**config.mk**
```make
export PLATFORM = sky130hd
export DESIGN_NAME = line_rx_front
export DESIGN_NICKNAME = d
export VERILOG_FILES = /design/src/rtl/lrf_pkg.sv /design/src/rtl/lrf_b3zs_decoder.sv /design/src/rtl/lrf_los_integrator.sv /design/src/rtl/lrf_alarm_bank.sv /design/src/rtl/line_rx_front.sv
export SDC_FILE = /design/constraint.sdc
export NUM_CORES = 1
export LEC_CHECK = 0
export BUFFER_PORTS_ARGS = -buffer_cell sky130_fd_sc_hd__buf_2
export CORE_MARGIN = 5
export CORE_UTILIZATION = 49
export CTS_BUF_LIST = sky130_fd_sc_hd__clkbuf_4 sky130_fd_sc_hd__clkbuf_8 sky130_fd_sc_hd__clkbuf_16
export CTS_CLUSTER_DIAMETER = 40
export DETAILED_ROUTE_END_ITERATION = 16
export PLACE_DENSITY = 0.77
export SLEW_MARGIN = 40
export SYNTH_ARGS = -nofsm -noshare
export SYNTH_HDL_FRONTEND = slang
export SYNTH_SLANG_ARGS = --single-unit
```
**constraint.sdc**
```tcl
create_clock -name clk -period 1.47 [get_ports clk]
set_input_delay 0.294 -clock clk [delete_from_list [all_inputs] [get_ports clk]]
set_output_delay 0.294 -clock clk [all_outputs]
set_load 0.005 [all_outputs]
```
**src/rtl/lrf_pkg.sv**
```systemverilog
`timescale 1ns/1ps
package lrf_pkg;

  // Line symbol seen on the rail pair in one clock cycle.
  typedef enum logic [1:0] {
    SYM_SPACE = 2'd0,
    SYM_POS   = 2'd1,
    SYM_NEG   = 2'd2,
    SYM_DUAL  = 2'd3
  } line_sym_t;

  // Classify a rail pair: the positive rail is bit 0, the negative rail bit 1.
  function automatic line_sym_t classify_rails(input logic p, input logic n);
    return line_sym_t'({n, p});
  endfunction

  // A single-rail pulse is a violation when it repeats the polarity of the
  // previous pulse. There is no verdict without a reference.
  function automatic logic is_violation(input line_sym_t s,
                                        input logic      have_ref,
                                        input logic      ref_neg);
    logic v;
    v = 1'b0;
    if (have_ref) begin
      case (s)
        SYM_POS: v = !ref_neg;
        SYM_NEG: v = ref_neg;
        default: v = 1'b0;
      endcase
    end
    return v;
  endfunction

  // Integration window length, in samples, for the window select.
  function automatic int unsigned window_len(input logic        long_sel,
                                             input int unsigned short_len,
                                             input int unsigned long_len);
    return long_sel ? long_len : short_len;
  endfunction

endpackage

```
**src/rtl/lrf_b3zs_decoder.sv**
```systemverilog
`timescale 1ns/1ps
module lrf_b3zs_decoder
  import lrf_pkg::*;
#(
  parameter int LATENCY = 3
) (
  input  logic clk,
  input  logic rst_n,
  input  logic nrz_mode,
  input  logic rail_p,
  input  logic rail_n,
  output logic rx_data,
  output logic bpv_evt,
  output logic sub_evt
);

  // A substitution spans the violation plus the two symbols before it.
  localparam int SUB_SPAN = 3;

  line_sym_t sym;
  logic      viol;
  logic      cur_bit;
  logic      have_ref;
  logic      ref_neg;
  logic      prev_mark;
  logic      stg [LATENCY];
  logic      stg_nxt [LATENCY];

  always_comb begin
    sym     = classify_rails(rail_p, rail_n);
    viol    = !nrz_mode && is_violation(sym, have_ref, ref_neg);
    // A violation after a space closes a 00V or B0V code; after a mark it is an error.
    sub_evt = viol && !prev_mark;
    bpv_evt = !nrz_mode && ((viol && prev_mark) || (sym == SYM_DUAL));
    cur_bit = nrz_mode ? rail_p : (sym != SYM_SPACE);
  end

  // Delay line: on a substitution, clear the incoming bit and the two buffered bits.
  always_comb begin
    stg_nxt[0] = sub_evt ? 1'b0 : cur_bit;
    for (int i = 1; i < LATENCY; i++) begin
      stg_nxt[i] = (sub_evt && (i < SUB_SPAN)) ? 1'b0 : stg[i-1];
    end
  end

  always_ff @(posedge clk or negedge rst_n) begin
    if (!rst_n) begin
      for (int i = 0; i < LATENCY; i++) stg[i] <= 1'b0;
    end else begin
      for (int i = 0; i < LATENCY; i++) stg[i] <= stg_nxt[i];
    end
  end

  // Polarity reference: updated only by single-rail pulses.
  always_ff @(posedge clk or negedge rst_n) begin
    if (!rst_n) begin
      have_ref  <= 1'b0;
      ref_neg   <= 1'b0;
      prev_mark <= 1'b0;
    end else if (nrz_mode) begin
      have_ref  <= 1'b0;
      prev_mark <= 1'b0;
    end else begin
      prev_mark <= (sym != SYM_SPACE);
      if (sym == SYM_POS || sym == SYM_NEG) begin
        have_ref <= 1'b1;
        ref_neg  <= (sym == SYM_NEG);
      end
    end
  end

  assign rx_data = stg[LATENCY-1];

endmodule

```
**src/rtl/lrf_los_integrator.sv**
```systemverilog
`timescale 1ns/1ps
module lrf_los_integrator
  import lrf_pkg::*;
#(
  parameter int unsigned SHORT_WIN = 128,
  parameter int unsigned LONG_WIN  = 4096
) (
  input  logic clk,
  input  logic rst_n,
  input  logic raw_los,
  input  logic long_window,
  output logic los_status,
  output logic flip_evt
);

  localparam int CW = $clog2(LONG_WIN);

  logic          los_q;
  logic          differs;
  logic [CW-1:0] run_cnt;
  logic [CW-1:0] last_idx;

  assign last_idx = CW'(window_len(long_window, SHORT_WIN, LONG_WIN) - 1);
  assign differs  = (los_q != los_status);
  assign flip_evt = differs && (run_cnt >= last_idx);

  always_ff @(posedge clk or negedge rst_n) begin
    if (!rst_n) begin
      los_q      <= 1'b0;
      run_cnt    <= '0;
      los_status <= 1'b0;
    end else begin
      los_q <= raw_los;
      // A sample that agrees with the current level restarts the run.
      if (!differs || flip_evt) run_cnt <= '0;
      else                      run_cnt <= run_cnt + 1'b1;
      if (flip_evt) los_status <= !los_status;
    end
  end

endmodule

```
**src/rtl/lrf_alarm_bank.sv**
```systemverilog
`timescale 1ns/1ps
module lrf_alarm_bank #(
  parameter int N = 2
) (
  input  logic         clk,
  input  logic         rst_n,
  input  logic [N-1:0] set_evt,
  input  logic [N-1:0] clr,
  input  logic [N-1:0] mask,
  output logic [N-1:0] alarm,
  output logic         irq
);

  logic a_q [N];

  for (genvar g = 0; g < N; g++) begin : g_alarm
    always_ff @(posedge clk or negedge rst_n) begin
      if (!rst_n)          a_q[g] <= 1'b0;
      else if (set_evt[g]) a_q[g] <= 1'b1;   // a new event wins over a clear
      else if (clr[g])     a_q[g] <= 1'b0;
    end
    assign alarm[g] = a_q[g];
  end

  assign irq = |(alarm & ~mask);

endmodule

```
**src/rtl/line_rx_front.sv**
```systemverilog
`timescale 1ns/1ps
module line_rx_front #(
  parameter int unsigned SHORT_WIN = 128,
  parameter int unsigned LONG_WIN  = 4096
) (
  input  logic clk,
  input  logic rst_n,
  input  logic nrz_mode,
  input  logic rail_p,
  input  logic rail_n,
  input  logic raw_los,
  input  logic long_window,
  input  logic los_mask,
  input  logic bpv_mask,
  input  logic los_clr,
  input  logic bpv_clr,
  output logic rx_data,
  output logic los_status,
  output logic los_alarm,
  output logic bpv_alarm,
  output logic irq
);

  localparam int DEC_LATENCY = 3;
  localparam int NUM_ALARMS  = 2;
  localparam int ALM_LOS     = 0;
  localparam int ALM_BPV     = 1;

  // Internal events brought out as named wires for the checker.
  logic bpv_evt;
  logic sub_evt;
  logic los_flip;

  logic [NUM_ALARMS-1:0] alm_set;
  logic [NUM_ALARMS-1:0] alm_clr;
  logic [NUM_ALARMS-1:0] alm_mask;
  logic [NUM_ALARMS-1:0] alm_q;

  lrf_b3zs_decoder #(.LATENCY(DEC_LATENCY)) u_dec (
    .clk      (clk),
    .rst_n    (rst_n),
    .nrz_mode (nrz_mode),
    .rail_p   (rail_p),
    .rail_n   (rail_n),
    .rx_data  (rx_data),
    .bpv_evt  (bpv_evt),
    .sub_evt  (sub_evt)
  );

  lrf_los_integrator #(.SHORT_WIN(SHORT_WIN), .LONG_WIN(LONG_WIN)) u_los (
    .clk         (clk),
    .rst_n       (rst_n),
    .raw_los     (raw_los),
    .long_window (long_window),
    .los_status  (los_status),
    .flip_evt    (los_flip)
  );

  always_comb begin
    alm_set           = '0;
    alm_clr           = '0;
    alm_mask          = '0;
    alm_set[ALM_LOS]  = los_flip;
    alm_set[ALM_BPV]  = bpv_evt;
    alm_clr[ALM_LOS]  = los_clr;
    alm_clr[ALM_BPV]  = bpv_clr;
    alm_mask[ALM_LOS] = los_mask;
    alm_mask[ALM_BPV] = bpv_mask;
  end

  lrf_alarm_bank #(.N(NUM_ALARMS)) u_alm (
    .clk     (clk),
    .rst_n   (rst_n),
    .set_evt (alm_set),
    .clr     (alm_clr),
    .mask    (alm_mask),
    .alarm   (alm_q),
    .irq     (irq)
  );

  assign los_alarm = alm_q[ALM_LOS];
  assign bpv_alarm = alm_q[ALM_BPV];

endmodule

```
==> impl_metrics.json <==
{
  "outcome": "finished with violations",
  "violations": "negative setup slack",
  "drt_iter0_drc": 24,
  "synth_flop_cell": "dfrtp_1",
  "slew_headroom": 0.681,
  "final_layout_size_suffix_gt1_frac": 0.366,
  "avgSynthCellArea_sq_um": 11.0,
  "finalNonFillerCells": 162,
  "start_util": 0.507,
  "die_area_sq_mm": 0.00330,
  "timing.final.crit_share": 1.07,
  "cts_tree": "yes",
  "yosysMostFrequentCell": "dfrtp_1",
  "finalCriticalPeriod_ps": 1570,
  "hpwl_um": 1480,
  "dpl.cell_count": 154,
  "die_y_um": 57.4,
  "area_growth_syn_to_layout_pct": 32.7,
  "hold_start": "raw_los",
  "fill_cells": 161,
  "portBuffers": 15,
  "cts.sinks": 22,
  "syn-cell-area_sq_mm": 0.00110,
  "drv_cap": 0,
  "die_x_um": 57.4,
  "clk_pin_slew_ps": 120,
  "cp_cell_sequence": "ha_4, nand2_1, o21a_1, o21ai_2, mux2_4",
  "fin_nets": 156,
  "track_usage": 0.145,
  "seq_area_sq_um": 551,
  "drt_pass1_iterations": 4,
  "clk_latency_ps": 320,
  "grt_pass1_wl_um": 3690,
  "p_leak_nw": 0.702,
  "core_sq_mm": 0.00217,
  "syn_nets": 121,
  "max_clock_freq_mhz": 636,
  "endpoint_kind": "flip-flop",
  "pin_count": 16,
  "critical_path.max_stage_delay_ps": 450,
  "dp_slack_ps": -189,
  "antenna_found_initial": 0,
  "r2r-end": "u_los.los_status$_DFFE_PN0P_",
  "setup_viol": 14,
  "grt_remaining_overflow": 0,
  "multi_input_area_sq_um": 591,
  "wl_um": 2230,
  "setup_ws_ps": -102,
  "worstHoldPathCells": 1,
  "drtAntennaViolNets": 0,
  "holdPathEnd": "u_los.los_q$_DFF_PN0_",
  "clockBufferDepth": 2,
  "ys_warn_count": 0,
  "synth_seq_area_share": 0.500,
  "cts_made_buffers": 3,
  "vias": 827,
  "drv_slew": 0,
  "required_ps": 1680,
  "synth.distinct_cells": 27,
  "r2r-start": "u_los.run_cnt[11]$_DFF_PN0_",
  "crit_path_max_fanout": 3,
  "pwr_density_cell_mw_per_mm2": 857,
  "row_count": 17,
  "grt_max_degree": 23,
  "finalHoldViolations": 0,
  "netlist_top_cells_area": "dfrtp_1 50%, ha_1 11%, xor2_1 7.2%",
  "arrival_ps": 1790,
  "r2r_slack_ps": -100,
  "vias_per_cell": 5.10,
  "power.total_mw": 1.25,
  "ir_worst_vdd_mv": 0.522,
  "fin_worst_skew_ps": 3.30,
  "crit_family": "flip-flops",
  "first_global_vias": 819,
  "wire_per_inst_um": 13.8,
  "cts_htree_levels": 1,
  "worstSetupStartpointType": "flip-flop",
  "synth.top_cell.area_share": 0.500,
  "synth_edf_count": 0,
  "synth_seq_cells": 22,
  "place.gp.congestion": 0.787,
  "ys_async_sr_fraction": 1.00,
  "reg2regPathDepth": 5,
  "setup.worst_path.class": "flip-flop to flip-flop",
  "worst_pin_slew_ps": 478,
  "diodes": 0,
  "synth_common_cells": "22 x dfrtp_1, 15 x nor2_1, 10 x ha_1",
  "crit_buf_inv": 0,
  "synth_cells": 100,
  "drc": 0,
  "min_path_type": "primary input to flip-flop",
  "crit_slowest_cell": "dfrtp_1",
  "yosys.area.top_type": "dfrtp_1",
  "cts_root_buf": "clkbuf_4",
  "grt_setup_unrepaired": "yes"
}
==> worst register-to-register path, stage by stage, from the launching register on <==
cell,delay (ps)
dfrtp_1,450
ha_4,310
nand2_1,80
o21a_1,230
o21ai_2,100
mux2_4,310
==> layout make-up <==
class	instances	share of cell area
clock inverter	1	0.0205
inverter	6	0.0154
sequential	22	0.377
multi-input combinational	71	0.404
clock buffer	3	0.0154
tap	28	0.0240
timing repair buffer	31	0.144
==> through the flow <==
step / TNS, ps / area [sq um] / hold slack [ps] / utilization
global route: -1300 / 1460 / 46.3 / 0.674
CTS: -128 / 1430 / 71.2 / 0.661
finish: -331 / 1460 / 74.9 / 0.674
global placement: -1470 / 1290 / 272 / 0.596
detailed placement: -2170 / 1290 / 284 / 0.596
floorplan: -68.1 / 1100 / -1.59 / -
==> report_power, final <==
| group | switching (mW) | leakage [nW] | internal [mW] |
|---|---|---|---|
| logic | 0.0687 | 0.384 | 0.0669 |
| clock network | 0.196 | 0.0279 | 0.276 |
| registers | 0.0134 | 0.290 | 0.632 |
==> worst max path at each step <==
stage               depth (start not counted)  slack [ps]                   startpoint                           end
floorplan                                   5         -70   u_los.run_cnt[0]$_DFF_PN0_  u_los.los_status$_DFFE_PN0P_
global placement                            7        -140                  long_window  u_los.los_status$_DFFE_PN0P_
detailed placement                          7        -190                  long_window  u_los.los_status$_DFFE_PN0P_
CTS                                         5         -90   u_los.run_cnt[1]$_DFF_PN0_  u_los.los_status$_DFFE_PN0P_
global route                                4        -150  u_los.run_cnt[11]$_DFF_PN0_  u_los.los_status$_DFFE_PN0P_
finish                                      5        -100  u_los.run_cnt[11]$_DFF_PN0_  u_los.los_status$_DFFE_PN0P_
==> logic make-up (layout without fill, tap and decap cells) <==
logic type / after synthesis / after routing / share of synthesized area
compound gates: 13 / 13 / 0.0841
xor+xnor: 10 / 10 / 0.0796
fa+ha+maj: 10 / 10 / 0.114
buf+inv: 7 / 41 / 0.0307
flops: 22 / 22 / 0.500
mux: 3 / 3 / 0.0295
simple gates: 35 / 35 / 0.163
==> repair_timing <==
action	4_1_cts	5_1_grt
pin swaps	4	2
hold endpoints to repair	22	0
endpoints found under the setup margin	14	14
hold buffers	1	0
resized for setup	6	6
buffers inserted	3	0
==> flip-flops by register name, indices dropped and copies added, names as in the netlist <==
| signal | flops |
|---|---|
| u_los.run_cnt | 12 |
| u_los.los_q | 1 |
| u_dec.have_ref | 1 |
| u_dec.prev_mark | 1 |
| u_alm.alarm | 2 |
| u_dec.ref_neg | 1 |
| u_dec.rx_data | 1 |
| u_dec.stg | 2 |
| u_los.los_status | 1 |
==> layer usage <==
metal / wire [um] / track usage / up-vias
li1: - / - / 413
met1: 969 / 0.190 / 396
met2: 1140 / 0.224 / 13
met3: 85 / 0.0362 / 5
met4: 35 / 0.0695 / 0
met5: 0 / 0 / -
==> cell usage in the layout (no fill, tap or decap) <==
cell type,Yosys,layout
buf_4,0,14
and4_4,1,1
nor3b_1,1,1
dlygate4sd3_1,0,1
nor2_2,0,3
a21oi_2,0,3
ha_2,0,1
o211ai_4,0,1
buf_12,0,1
buf_2,0,15
o21ai_2,0,1
bufinv_16,0,1
nor2b_1,3,3
xor2_1,9,9
nand2_1,3,3
nand3_1,5,5
nand2b_1,1,1
o21ai_0,1,1
mux2i_1,1,1
xnor2_1,1,1
ha_4,0,2
and4_1,2,2
mux2_4,0,1
o21a_1,1,1
inv_1,6,6
ha_1,10,7
dfrtp_1,22,22
a41oi_4,0,1
a21oi_1,5,2
clkbuf_4,0,3
mux2_2,1,1
nor2_1,15,12
or3_1,1,1
o2bb2ai_1,1,1
nand4_1,3,3
o22ai_1,2,2
Note: power is estimated with default switching activity, not from simulation.
